===== src/rtl/pwb_pkg.sv =====
package pwb_pkg;
  typedef enum logic {
    ST_FILL  = 1'b0,
    ST_DRAIN = 1'b1
  } pwb_state_e;
endpackage


===== src/rtl/pwb_addr_ctr.sv =====
module pwb_addr_ctr #(
  parameter int unsigned ADDR_W = 10,
  parameter int unsigned OFF_W  = 4,
  localparam int unsigned PAGE_W = ADDR_W - OFF_W
) (
  input  logic              clk_i,
  input  logic              rst_ni,
  input  logic              load_i,
  input  logic [ADDR_W-1:0] addr_i,
  input  logic              step_i,
  output logic [PAGE_W-1:0] page_o,
  output logic [OFF_W-1:0]  off_o
);
  always_ff @(posedge clk_i or negedge rst_ni) begin
    if (!rst_ni) begin
      page_o <= '0;
      off_o  <= '0;
    end else if (load_i) begin
      page_o <= addr_i[ADDR_W-1:OFF_W];
      off_o  <= addr_i[OFF_W-1:0];
    end else if (step_i) begin
      off_o  <= off_o + 1'b1;   // natural wrap inside the page
    end
  end

  p_offset_wrap_r3: assert property (@(posedge clk_i) disable iff (!rst_ni)
    (step_i && !load_i && off_o == '1) |=> (off_o == '0 && $stable(page_o)));

  p_page_hold_r3: assert property (@(posedge clk_i) disable iff (!rst_ni)
    !load_i |=> $stable(page_o));
endmodule


===== src/rtl/pwb_stage.sv =====
module pwb_stage #(
  parameter int unsigned SLOTS  = 16,
  parameter int unsigned DATA_W = 8,
  localparam int unsigned OFF_W = $clog2(SLOTS)
) (
  input  logic                          clk_i,
  input  logic                          rst_ni,
  input  logic                          clr_i,
  input  logic                          wr_i,
  input  logic [OFF_W-1:0]              wr_off_i,
  input  logic [DATA_W-1:0]             wr_data_i,
  input  logic                          rel_i,
  input  logic [OFF_W-1:0]              rel_off_i,
  output logic [SLOTS-1:0]              mask_o,
  output logic [SLOTS-1:0][DATA_W-1:0]  data_o
);
  for (genvar g = 0; g < SLOTS; g++) begin : g_slot
    always_ff @(posedge clk_i or negedge rst_ni) begin
      if (!rst_ni) begin
        mask_o[g] <= 1'b0;
        data_o[g] <= '0;
      end else begin
        if (clr_i) begin
          mask_o[g] <= 1'b0;
        end else if (wr_i && wr_off_i == OFF_W'(g)) begin
          mask_o[g] <= 1'b1;
          data_o[g] <= wr_data_i;   // later byte replaces earlier one
        end else if (rel_i && rel_off_i == OFF_W'(g)) begin
          mask_o[g] <= 1'b0;
        end
      end
    end
  end

  p_store_sets_bit_r3: assert property (@(posedge clk_i) disable iff (!rst_ni)
    (wr_i && !clr_i) |=> mask_o[$past(wr_off_i)]);

  p_store_data_r4: assert property (@(posedge clk_i) disable iff (!rst_ni)
    (wr_i && !clr_i) |=> data_o[$past(wr_off_i)] == $past(wr_data_i));
endmodule


===== src/rtl/pwb_drain.sv =====
module pwb_drain #(
  parameter int unsigned SLOTS  = 16,
  parameter int unsigned DATA_W = 8,
  parameter int unsigned PAGE_W = 6,
  localparam int unsigned OFF_W = $clog2(SLOTS)
) (
  input  logic                          clk_i,
  input  logic                          rst_ni,
  input  logic                          en_i,
  input  logic [SLOTS-1:0]              mask_i,
  input  logic [SLOTS-1:0][DATA_W-1:0]  data_i,
  input  logic [PAGE_W-1:0]             page_i,
  output logic [OFF_W-1:0]              pick_off_o,
  output logic                          pick_vld_o,
  output logic                          wr_vld_o,
  output logic [PAGE_W+OFF_W-1:0]       wr_addr_o,
  output logic [DATA_W-1:0]             wr_data_o
);
  // lowest marked slot first
  always_comb begin
    pick_off_o = '0;
    for (int i = SLOTS - 1; i >= 0; i--) begin
      if (mask_i[i]) pick_off_o = OFF_W'(i);
    end
  end
  assign pick_vld_o = |mask_i;

  always_ff @(posedge clk_i or negedge rst_ni) begin
    if (!rst_ni) begin
      wr_vld_o  <= 1'b0;
      wr_addr_o <= '0;
      wr_data_o <= '0;
    end else begin
      wr_vld_o <= en_i && pick_vld_o;
      if (en_i && pick_vld_o) begin
        wr_addr_o <= {page_i, pick_off_o};
        wr_data_o <= data_i[pick_off_o];
      end
    end
  end

  p_write_needs_drain_r5: assert property (@(posedge clk_i) disable iff (!rst_ni)
    wr_vld_o |-> $past(en_i));

  p_write_page_r5: assert property (@(posedge clk_i) disable iff (!rst_ni)
    wr_vld_o |-> wr_addr_o[PAGE_W+OFF_W-1:OFF_W] == $past(page_i));
endmodule


===== src/rtl/page_write_buffer.sv =====
module page_write_buffer #(
  parameter int unsigned ADDR_W     = 10,
  parameter int unsigned DATA_W     = 8,
  parameter int unsigned PAGE_BYTES = 16,
  localparam int unsigned OFF_W  = $clog2(PAGE_BYTES),
  localparam int unsigned PAGE_W = ADDR_W - OFF_W
) (
  input  logic                  clk_i,
  input  logic                  rst_ni,
  input  logic                  start_i,
  input  logic [ADDR_W-1:0]     start_addr_i,
  input  logic                  byte_vld_i,
  input  logic [DATA_W-1:0]     byte_i,
  input  logic                  commit_i,
  input  logic                  abort_i,
  output logic                  busy_o,
  output logic [PAGE_BYTES-1:0] staged_mask_o,
  output logic                  wr_vld_o,
  output logic [ADDR_W-1:0]     wr_addr_o,
  output logic [DATA_W-1:0]     wr_data_o
);
  import pwb_pkg::*;

  pwb_state_e                          state_q;
  logic [PAGE_W-1:0]                   page;
  logic [OFF_W-1:0]                    off;
  logic [PAGE_BYTES-1:0]               mask;
  logic [PAGE_BYTES-1:0][DATA_W-1:0]   slot_data;
  logic [OFF_W-1:0]                    pick_off;
  logic                                pick_vld;
  logic                                accept, clr, load, step, commit_go, rel, last_one;

  assign accept    = (state_q == ST_FILL);
  assign clr       = accept && (abort_i || start_i);
  assign load      = accept && start_i && !abort_i;
  assign step      = accept && byte_vld_i && !clr;
  assign commit_go = accept && commit_i && !clr && ((|mask) || step);
  assign rel       = (state_q == ST_DRAIN) && pick_vld;
  assign last_one  = (mask & (mask - PAGE_BYTES'(1))) == '0;

  always_ff @(posedge clk_i or negedge rst_ni) begin
    if (!rst_ni) begin
      state_q <= ST_FILL;
    end else begin
      unique case (state_q)
        ST_FILL:  if (commit_go) state_q <= ST_DRAIN;
        ST_DRAIN: if (last_one)  state_q <= ST_FILL;
        default:  state_q <= ST_FILL;
      endcase
    end
  end

  pwb_addr_ctr #(.ADDR_W(ADDR_W), .OFF_W(OFF_W)) u_addr (
    .clk_i  (clk_i),
    .rst_ni (rst_ni),
    .load_i (load),
    .addr_i (start_addr_i),
    .step_i (step),
    .page_o (page),
    .off_o  (off)
  );

  pwb_stage #(.SLOTS(PAGE_BYTES), .DATA_W(DATA_W)) u_stage (
    .clk_i     (clk_i),
    .rst_ni    (rst_ni),
    .clr_i     (clr),
    .wr_i      (step),
    .wr_off_i  (off),
    .wr_data_i (byte_i),
    .rel_i     (rel),
    .rel_off_i (pick_off),
    .mask_o    (mask),
    .data_o    (slot_data)
  );

  pwb_drain #(.SLOTS(PAGE_BYTES), .DATA_W(DATA_W), .PAGE_W(PAGE_W)) u_drain (
    .clk_i      (clk_i),
    .rst_ni     (rst_ni),
    .en_i       (state_q == ST_DRAIN),
    .mask_i     (mask),
    .data_i     (slot_data),
    .page_i     (page),
    .pick_off_o (pick_off),
    .pick_vld_o (pick_vld),
    .wr_vld_o   (wr_vld_o),
    .wr_addr_o  (wr_addr_o),
    .wr_data_o  (wr_data_o)
  );

  assign busy_o        = (state_q == ST_DRAIN);
  assign staged_mask_o = mask;

  p_abort_clears_r8: assert property (@(posedge clk_i) disable iff (!rst_ni)
    (abort_i && !busy_o) |=> staged_mask_o == '0);

  p_busy_no_new_bits_r9: assert property (@(posedge clk_i) disable iff (!rst_ni)
    busy_o |=> (staged_mask_o & ~$past(staged_mask_o)) == '0);

  p_one_slot_per_cycle_r5: assert property (@(posedge clk_i) disable iff (!rst_ni)
    busy_o |=> ($countones(staged_mask_o) + 1) == $countones($past(staged_mask_o)));

  p_empty_commit_r7: assert property (@(posedge clk_i) disable iff (!rst_ni)
    (commit_i && !busy_o && !abort_i && !start_i && !byte_vld_i && staged_mask_o == '0)
      |=> !busy_o);

  p_clean_end_r11: assert property (@(posedge clk_i) disable iff (!rst_ni)
    $fell(busy_o) |-> (staged_mask_o == '0 && wr_vld_o));

  p_byte_with_commit_r10: assert property (@(posedge clk_i) disable iff (!rst_ni)
    (byte_vld_i && commit_i && !busy_o && !abort_i && !start_i) |=> busy_o);
endmodule


===== config.mk =====
export PLATFORM = sky130hd
export DESIGN_NAME = page_write_buffer
export DESIGN_NICKNAME = d
export VERILOG_FILES = /design/src/rtl/pwb_pkg.sv /design/src/rtl/pwb_addr_ctr.sv /design/src/rtl/pwb_stage.sv /design/src/rtl/pwb_drain.sv /design/src/rtl/page_write_buffer.sv
export SDC_FILE = /design/constraint.sdc
export NUM_CORES = 1
export LEC_CHECK = 0
export BUFFER_PORTS_ARGS = -buffer_cell sky130_fd_sc_hd__buf_2
export CAP_MARGIN = 10
export CORE_ASPECT_RATIO = 0.7
export CORE_MARGIN = 2
export CORE_UTILIZATION = 52
export CTS_BUF_LIST = sky130_fd_sc_hd__clkbuf_16
export CTS_CLUSTER_DIAMETER = 50
export DETAILED_ROUTE_END_ITERATION = 10
export HOLD_SLACK_MARGIN = 0.15
export PLACE_DENSITY = 0.68
export SLEW_MARGIN = 10
export SYNTH_ARGS = -nofsm -noshare
export SYNTH_HDL_FRONTEND = slang
export SYNTH_SLANG_ARGS = --single-unit

===== constraint.sdc =====
create_clock -name clk_i -period 2.8 [get_ports clk_i]
set_input_delay 0.84 -clock clk_i [delete_from_list [all_inputs] [get_ports clk_i]]
set_output_delay 0.84 -clock clk_i [all_outputs]
set_load 0.1 [all_outputs]

==> summary.txt, run 1 <==
Finish
  • ANT cells: 0
  • Nets: 816
  • Footprint of the multi-input gates: 3640 µm²
  • Layout filler cell count: 1239
  • Proportion of layout cells with a drive suffix above 1: 39.8%
  • FF+latch area: 4360 µm²
  • Synth-to-layout area growth: 18.0%

Place
  • Setup WS pre-CTS: 0.0178 ns
  • HPWL Detailed: 17000 µm
  • PortBufs: 59
  • Routability cong.: 0.965

Worst setup path
  • Worst R2R Start: u_stage.mask_o[15]
  • Crit path cell chain: buf_4 -> nor4_1 -> nand2_1 -> o21ai_2 -> clkinv_1 -> buf_4 -> nand2_1 -> a31o_2
  • Crit. End Element: flop
  • Crit path from: u_stage.mask_o[15]
  • Worst path max stage delay: 0.61 ns
  • R2r setup slk: 0.09 ns
  • Critical Path RT: 3.17 ns
  • Worst R2R End: u_stage.mask_o[1]
  • Slowest CP cell: nor4_1
  • R2r worst-path depth: 8
  • Max Fanout on Critical Path: 18
  • Data arrival time of the worst path: 3.08 ns
  • Crit path launch type: flop
  • Critical path type: flop to flop

Synth
  • Post-Syn Instances: 685
  • Post-synth net total: 713
  • Synth cell count leaders: dfrtp_1, mux2_2, nand2_1
  • Synth unique cells: 61
  • EDFF count, synth: 0
  • Asr flop ratio synth: 100%
  • Top-area cell type share of the netlist area: 53.1%
  • Most area-consuming cells after synthesis: dfrtp_1, mux2_2, nand2_1
  • Synth Cell Area: 8200 µm²
  • Synth Flop Type: dfrtp_1
  • FF+latch count, synth: 174
  • Avg Cell Area, Syn: 12.0 µm²
  • Yosys top cell by area: dfrtp_1
  • Ys Warns: 0
  • Cell with the most instances after synthesis: dfrtp_1
  • Register area share after synthesis: 53.1%

Timing
  • Post-route setup TNS: 0 ns
  • # setup viols final: 0
  • Fin crit period: 2.71 ns
  • Worst Skew: 0.0168 ns
  • Final hold vios: 0
  • Final worst slack: 0.0940 ns
  • Fin crit share: 96.6%
  • RSZ-0062 raised after global routing: no
  • Slew @ Worst Pin: 0.664 ns
  • F_max: 0.370 GHz
  • Max transition margin: 55.3%
  • Slew Viols, Final: 0

Route
  • Via density: 6.19
  • DRC: 0
  • DR vias: 6194
  • WL/cell: 23.3 µm
  • Antenna Nets Post-Route: 0
  • Drt initial violations: 677
  • Routed WL: 23300 µm
  • First drt pass iteration count: 5

Floorplan
  • Initial cell density of the core: 53.0%
  • Die height: 109 µm
  • Rows: 38
  • Core Footprint: 15500 µm²
  • Die Width: 154 µm
  • # IOs: 60
  • Full die area: 16800 µm²

Global route
  • Largest net degree at the start of global routing: 50
  • Vias in the first global route: 6109
  • Total congestion overflow: 0
  • First-pass GRT wire length: 36200 µm
  • Initial antenna violation count: 0
  • GRT Total Usage: 29.4%

Clocking
  • Cts hold-fix bufs: 0
  • Root Driver: clkbuf_16
  • TritonCTS Buffers: 17
  • Postcts setup bufs: 0
  • PostCTS Resize Cnt: 0
  • CTS tree: yes
  • Reg clk slew, reported paths: 0.07 ns
  • Clk buf depth: 2
  • Clock Sink Count: 174
  • CTS H-tree lvls: 4
  • Clock Latency Late Sink: 0.44 ns

Run
  • MaxCap Viol Count: 0

Min path
  • Hold crit path type: primary input to async pin

Pwr
  • Leak pwr: 4.74 nW
  • PD cells: 1030 nW/µm²
  • Final Power: 9.92 mW
  • Max VDD drop: 533 µV

Status
  • Outcome: finished clean
## through the flow
step | util, % | instances | hold WS (ns) | instance area, µm²
6_report | 62.6 | 1001 | 0.313 | 9670
3_5_place_dp | 59.0 | 969 | 0.452 | 9120
2_1_floorplan | - | 685 | 0.435 | 8200
4_1_cts | 62.6 | 1001 | 0.324 | 9670
3_3_place_gp | 59.0 | 969 | 0.443 | 9120
5_1_grt | 62.6 | 1001 | 0.337 | 9670
## placed cells by master (no fill, tap or decap), types with 4 or more instances in the layout
master        n
a41oi_2       8
clkbuf_16    17
nor3_1        5
ha_1          4
dfrtp_2       6
a21o_1        8
o311ai_0      4
a22o_1       15
o21ai_0      28
o22a_1        8
nor2_1       30
mux2_2      134
and2_1        6
buf_4        58
buf_12        6
mux2i_1      17
o221a_2       5
o211ai_1      7
inv_1         6
nand2_1      85
clkinvlp_4    4
a21oi_1      25
a22oi_1       9
buf_2        58
nand3_1      14
dfrtp_1     168
## worst max-delay path by stage
stage	endpoint
floorplan	u_drain.wr_data_o[2]
global placement	u_stage.data_o[9]
detailed placement	u_stage.data_o[9]
CTS	u_stage.mask_o[1]
global route	u_stage.mask_o[1]
finish	u_stage.mask_o[1]
## registers in the layout, indices dropped and copies added (netlist names)
register / flops
u_stage.data_o: 128
u_stage.mask_o: 16
u_drain.wr_addr_o: 10
u_drain.wr_data_o: 8
u_addr.page_o: 6
u_addr.off_o: 4
busy_o: 1
u_drain.wr_vld_o: 1
## cell type report
cell class / instances / share of cell area (%)
repair buffers: 123 / 8.86
clock buffers: 17 / 4.40
well taps: 200 / 2.59
multi-input cells: 467 / 37.6
inverters: 5 / 0.194
clock inverters: 15 / 1.27
flip-flops and latches: 174 / 45.1
## report_power, final
group | internal [mW] | switching, mW | total (mW)
Combinational | 1.33 | 2.42 | 3.75
Clock | 1.22 | 1.03 | 2.25
Sequential | 3.39 | 0.533 | 3.93
## metal layers
| layer | vias up | part of all wire [%] | GRT usage [%] |
|---|---|---|---|
| met3 | 36 | 8.2 | 8.62 |
| met1 | 3210 | 49 | 45.4 |
| met2 | 234 | 42 | 40.5 |
| li1 | 2714 | - | - |
| met4 | 0 | 1.5 | 6.94 |
| met5 | - | 0 | 0 |
## cells by family (layout without fill, tap and decap cells)
family | Yosys count | in the layout | share of synthesized area [%]
AOI/OAI and AO/OA | 142 | 142 | 13.3
buffers and inverters | 44 | 160 | 2.50
xor gates and xnor gates | 3 | 3 | 0.321
adders and majority gates | 6 | 6 | 0.855
muxes | 151 | 151 | 20.5
and+or+nand+nor | 165 | 165 | 9.36
DFF | 174 | 174 | 53.1
## worst max-delay path: cells and delay by family, from the launching register on
family | cells | cell delay [ns]
buffers and inverters | 3 | 0.60
DFF | 1 | 0.38
AOI/OAI and AO/OA | 2 | 0.63
and+or+nand+nor | 3 | 1.03
(Power assumes the default switching activity.)
==> inputs of run 2 (changes only) <==
==> constraint.sdc (replaced) <==
create_clock -name clk_i -period 2.8 [get_ports clk_i]
set_input_delay 0.28 -clock clk_i [delete_from_list [all_inputs] [get_ports clk_i]]
set_output_delay 0.28 -clock clk_i [all_outputs]
set_load 0.1 [all_outputs]
==> run 2 against run 1 <==
Total power down 2.2%. Die area did not move. Via count shrank 1.5%. Critical path depth shrank 1. Critical endpoint is now u_drain.wr_data_o[2]. Sequential power barely moved. Largest cell class unchanged. Non-clock buffer count down 26. Sequential share of layout area rose by 1.2 points. Combinational power fell by 4%.
==> summary.txt, run 2 (synthesized netlist as in run 1, its figures left out) <==
Place
  • Placed cell area: 8800 µm²
  • Placed cells: 932
  • PortBufs: 59
  • Routability cong.: 0.925
  • Setup WS pre-CTS: 0.105 ns
  • HPWL Detailed: 16100 µm

Status
  • Outcome: finished clean

Global route
  • Initial antenna violation count: 0
  • Vias in the first global route: 6027
  • First-pass GRT wire length: 35600 µm
  • GRT Total Usage: 28.9%
  • Total congestion overflow: 0
  • Largest net degree at the start of global routing: 67

Pwr
  • Leak pwr: 4.60 nW
  • Reg power frac: 40.8%
  • Switching part of the total: 39.9%
  • Combinational Power Share: 37.1%
  • Clk pwr share: 22.1%
  • Psw: 3.87 mW
  • PD cells: 1030 nW/µm²
  • Max VDD drop: 680 µV
  • Power Internal: 5.83 mW

Route
  • Antenna Nets Post-Route: 0
  • Via density: 6.26
  • First drt pass iteration count: 5
  • Drt initial violations: 754
  • WL/cell: 23.8 µm
  • DRC: 0
  • DR vias: 6102
  • Routed WL: 23200 µm

Floorplan
  • Die height: 109 µm
  • # IOs: 60
  • Initial cell density of the core: 53.0%
  • Core Footprint: 15500 µm²
  • Full die area: 16800 µm²
  • Die Width: 154 µm
  • Rows: 38

Timing
  • Worst Skew: 0.00926 ns
  • Fin crit period: 2.68 ns
  • Post-route setup TNS: 0 ns
  • Final hold vios: 0
  • # setup viols final: 0
  • Worst Hold Slack: 0.192 ns
  • Slew Viols, Final: 0
  • Fin crit share: 95.6%
  • Final worst slack: 0.123 ns
  • Slew @ Worst Pin: 0.803 ns
  • Max transition margin: 46.4%
  • RSZ-0062 raised after global routing: no
  • F_max: 0.374 GHz

Finish
  • Final Non-Filler Cells: 975
  • ANT cells: 0
  • Max reg flops: 128
  • Layout filler cell count: 1238
  • Post-Layout Inst Area: 9430 µm²
  • Synth-to-layout area growth: 15.1%
  • Commonest non-fill, non-tap cell in the layout: dfrtp_1
  • Proportion of layout cells with a drive suffix above 1: 35.6%
  • Largest Register: u_stage.data_o
  • Top flop regs: u_stage.data_o (128), u_stage.mask_o (16), u_drain.wr_addr_o (10)
  • Most frequent cells in the layout: dfrtp_1, mux2_2, nand2_1
  • Nets: 790

Run
  • MaxCap Viol Count: 0

Clocking
  • Reg clk slew, reported paths: 0.07 ns
  • Clock Sink Count: 174
  • CTS tree: yes
  • Clock Latency Late Sink: 0.43 ns
  • Postcts setup bufs: 0
  • TritonCTS Buffers: 17
  • Root Driver: clkbuf_16
  • Clk buf depth: 2
  • CTS H-tree lvls: 4

Worst setup path
  • Crit path launch type: flop
  • Crit. End Element: flop
  • Data arrival time of the worst path: 2.98 ns
  • Max Fanout on Critical Path: 13
  • Critical Path RT: 3.10 ns
  • Critical path type: flop to flop

Min path
  • Hold crit path type: primary input to flop
[run 2: final cells by class]
type	instances	area [µm²]	area share, %
Clock buffer	17	425	4.51
Clock inverter	15	93.8	0.995
Inverter	5	18.8	0.199
Multi-Input combinational cell	467	3640	38.6
Sequential cell	174	4360	46.3
Tap cell	200	250	2.65
Timing Repair Buffer	97	639	6.78
[run 2: metrics by stage]
stage | power, mW | utilization, %
CTS | 9.68 | 61.0
finish | 9.70 | 61.0
global route | 10.1 | 61.0
global placement | 7.39 | 56.9
floorplan | 6.56 | -
detailed placement | 7.54 | 56.9
[run 2: worst max-delay path, stage by stage, from the launching register on]
cell	delay [ns]
dfrtp_1	0.54
nor4_2	0.37
buf_4	0.20
o21ai_1	0.12
buf_4	0.19
a222oi_1	0.68
o221a_2	0.34
a41oi_2	0.10
[run 2: worst paths after layout]
path	to	depth (start not counted)	startpoint	slack, ns
min	busy_o	3	commit_i	0.19
min reg2reg	u_drain.wr_addr_o[6]	2	u_addr.page_o[2]	0.47
min in group asynchronous	u_addr.off_o[0]	2	rst_ni	0.43
max	u_drain.wr_data_o[2]	7	u_stage.mask_o[2]	0.12
max reg2reg	u_drain.wr_data_o[2]	7	u_stage.mask_o[2]	0.12
max in group asynchronous	u_stage.data_o[120]	3	rst_ni	1.51
[run 2: power groups by stage]
| stage | Sequential, mW | Clock [mW] | Combinational (mW) |
|---|---|---|---|
| floorplan | 4.81 | 0 | 1.74 |
| global placement | 3.92 | 0 | 3.47 |
| detailed placement | 3.98 | 0 | 3.57 |
| CTS | 3.94 | 2.16 | 3.58 |
| global route | 4.05 | 2.26 | 3.81 |
| finish | 3.96 | 2.14 | 3.60 |
[run 2: timing repair]
action	CTS	global route
hold endpoints to repair	73	0
endpoints found under the setup margin	0	1
gates resized for setup	0	1
hold buffers	11	0
[run 2: per-layer routing]
layer	track usage, %	routed length [µm]
met1	42.0	10700
met2	41.6	9750
met3	9.66	2460
met4	8.34	376
met5	0	0
==> inputs of run 3 (changes only) <==
--- a/config.mk
+++ b/config.mk
@@ -7,7 +7,6 @@
 export LEC_CHECK = 0
 export BUFFER_PORTS_ARGS = -buffer_cell sky130_fd_sc_hd__buf_2
 export CAP_MARGIN = 10
-export CORE_ASPECT_RATIO = 0.7
 export CORE_MARGIN = 2
 export CORE_UTILIZATION = 52
 export CTS_BUF_LIST = sky130_fd_sc_hd__clkbuf_16
@@ -18,4 +17,5 @@
 export SLEW_MARGIN = 10
 export SYNTH_ARGS = -nofsm -noshare
 export SYNTH_HDL_FRONTEND = slang
+export SYNTH_HIERARCHICAL = 1
 export SYNTH_SLANG_ARGS = --single-unit
==> run 3 against run 2 <==
Sequential share of layout area down 0.65 points. Die area up 0.98%. Non-clock buffer count down 11. Wire length down 13%. Register-to-register slack better by 0.09 ns. Sequential cell count unchanged. Largest cell class unchanged. Largest power group unchanged. Global-route usage down 4.2 points. Area after synthesis up 1.1%.
==> summary.txt, run 3 <==
Synth
  • EDFF count, synth: 0
  • Post-Syn Instances: 705
  • Synth Flop Type: dfrtp_1
  • Synth Area in Adders: 0.287%
  • Ys Warns: 6
  • Post-synth net total: 730
  • Most area-consuming cells after synthesis: dfrtp_1, mux2_2, nand2_1
  • Cell with the most instances after synthesis: dfrtp_1
  • Multiplexer area fraction after synthesis: 22.6%
  • Simple-Gate Fraction of Synth Area: 13.7%
  • Avg Cell Area, Syn: 11.8 µm²
  • Synth Cell Area: 8290 µm²
  • Asr flop ratio synth: 100%
  • Synth Area in Compound Gates: 7.20%
  • Yosys top cell by area: dfrtp_1
  • FF+latch count, synth: 174
  • Synth unique cells: 58
  • Main combinational cell family by area after synthesis: multiplexers
  • Synth Area in XOR/XNOR: 0.317%
  • Synth cell count leaders: dfrtp_1, mux2_2, nand2_1
  • Top-area cell type share of the netlist area: 52.5%
  • Register area share after synthesis: 52.5%

Timing
  • # setup viols final: 0
  • Fin crit period: 2.59 ns
  • F_max: 0.386 GHz
  • Max transition margin: 49.2%
  • Fin crit share: 92.4%
  • Worst Hold Slack: 0.188 ns
  • Final hold vios: 0
  • Post-route setup TNS: 0 ns
  • Slew @ Worst Pin: 0.762 ns
  • Worst Skew: 0.00977 ns
  • Slew Viols, Final: 0
  • RSZ-0062 raised after global routing: no

Clocking
  • PostCTS Resize Cnt: 0
  • Clk buf depth: 2
  • Cts hold-fix bufs: 11
  • Reg clk slew, reported paths: 0.07 ns
  • Clock Latency Late Sink: 0.43 ns
  • Clock Sink Count: 174
  • TritonCTS Buffers: 17
  • CTS H-tree lvls: 4
  • Postcts setup bufs: 0
  • Root Driver: clkbuf_16
  • CTS tree: yes

Worst setup path
  • Critical path type: flop to flop
  • Crit path launch type: flop
  • Critical Path RT: 3.10 ns
  • Crit. End Element: flop
  • R2r setup slk: 0.21 ns
  • Data arrival time of the worst path: 2.88 ns
  • Max Fanout on Critical Path: 18

Global route
  • First-pass GRT wire length: 31800 µm
  • Initial antenna violation count: 0
  • GRT Total Usage: 24.8%
  • Total congestion overflow: 0
  • Vias in the first global route: 5912
  • Largest net degree at the start of global routing: 83

Place
  • Routability cong.: 0.842
  • Placed cells: 962
  • PortBufs: 59
  • HPWL Detailed: 13600 µm

Status
  • Outcome: finished clean

Finish
  • ANT cells: 0
  • Utilization after layout: 61.0%
  • Max reg flops: 128
  • Synth-to-layout area growth: 15.7%
  • Nets: 801
  • Final Non-Filler Cells: 1005
  • Largest Register: u_stage/data_o
  • Layout filler cell count: 1252
  • Most frequent cells in the layout: dfrtp_1, mux2_2, nand2_1
  • Commonest non-fill, non-tap cell in the layout: dfrtp_1
  • Top flop regs: u_stage/data_o (128), u_stage/mask_o (16), u_drain/wr_addr_o (10)
  • Proportion of layout cells with a drive suffix above 1: 36.2%

Min path
  • Hold crit path type: primary input to flop

Floorplan
  • Core Footprint: 15700 µm²
  • Rows: 46
  • Die height: 130 µm
  • Full die area: 17000 µm²
  • # IOs: 60
  • Initial cell density of the core: 52.7%
  • Die Width: 130 µm

Pwr
  • Leak pwr: 4.78 nW
  • Max VDD drop: 522 µV
  • PD cells: 908 nW/µm²
  • Final Power: 8.71 mW

Route
  • Via density: 5.90
  • WL/cell: 20.1 µm
  • Antenna Nets Post-Route: 0
  • First drt pass iteration count: 4
  • Drt initial violations: 428
  • Routed WL: 20200 µm
  • DR vias: 5928
  • DRC: 0

Run
  • MaxCap Viol Count: 0
## run 3: cell count changes after synthesis, moves of 12 or more
| cell | delta |
|---|---|
| mux2_4 | +16 |
| inv_1 | +13 |
| clkbuf_1 | -13 |
| mux2_2 | -15 |
| nand3_1 | +40 |
| nand2_1 | +17 |
| a22o_1 | -15 |
| a21oi_1 | -21 |
| mux2i_1 | +12 |
| o21ai_0 | -17 |
| nor2_1 | -12 |
## run 3: per-stage QoR
stage,instance area [µm²],worst slack (ns)
2_1_floorplan,8310,0.0290
3_3_place_gp,8830,0.413
3_5_place_dp,8830,0.270
4_1_cts,9590,0.257
5_1_grt,9590,0.0328
6_report,9590,0.212
## run 3: logic make-up (layout without fill, tap and decap cells)
logic type | Yosys count | count (layout)
AND/OR/NAND/NOR | 228 | 228
buffers and inverters | 53 | 137
adder cells (fa/ha/maj) | 2 | 2
XOR/XNOR | 3 | 3
AO/OA/AOI/OAI | 81 | 81
multiplexers | 164 | 164
flip-flops | 174 | 174
## run 3: worst max-delay path, stage by stage, from the launching register on
cell,delay [ns]
dfrtp_2,0.48
nor2_2,0.16
o31ai_1,0.08
a211oi_1,0.30
o32a_1,0.25
inv_2,0.16
nor2_1,0.51
a221oi_1,0.19
a22oi_1,0.22
nand3_1,0.11
## run 3: layout make-up
class | instances | area [µm²] | area share, %
clock inverters | 15 | 220 | 2.30
clock buffers | 17 | 425 | 4.44
flip-flops and latches | 174 | 4370 | 45.6
multi-input cells | 478 | 3660 | 38.2
inverters | 19 | 71.3 | 0.744
repair buffers | 86 | 569 | 5.94
well taps | 216 | 270 | 2.82
## run 3: path summary, 6_finish.rpt
path	endpoint	from	depth (start not counted)
max	u_drain/wr_data_o[4]	u_stage/mask_o[11]	9
min	busy_o	commit_i	3
max reg2reg	u_drain/wr_data_o[4]	u_stage/mask_o[11]	9
min reg2reg	u_drain/wr_addr_o[9]	u_addr/page_o[5]	2
max in group asynchronous	u_drain/wr_data_o[6]	rst_ni	3
min in group asynchronous	u_drain/wr_vld_o	rst_ni	2
## run 3: layer usage
metal	vias up	share of wire (%)	global-route usage (%)
li1	2702	-	-
met1	3023	45	33.2
met2	172	49	41.2
met3	31	3.9	3.57
met4	0	2.1	9.04
met5	-	0	0
## run 3: where the power goes
group	total (mW)	switching (mW)	internal (mW)
Combinational	2.49	1.59	0.906
Sequential	3.63	0.434	3.20
Clock	2.58	0.997	1.59
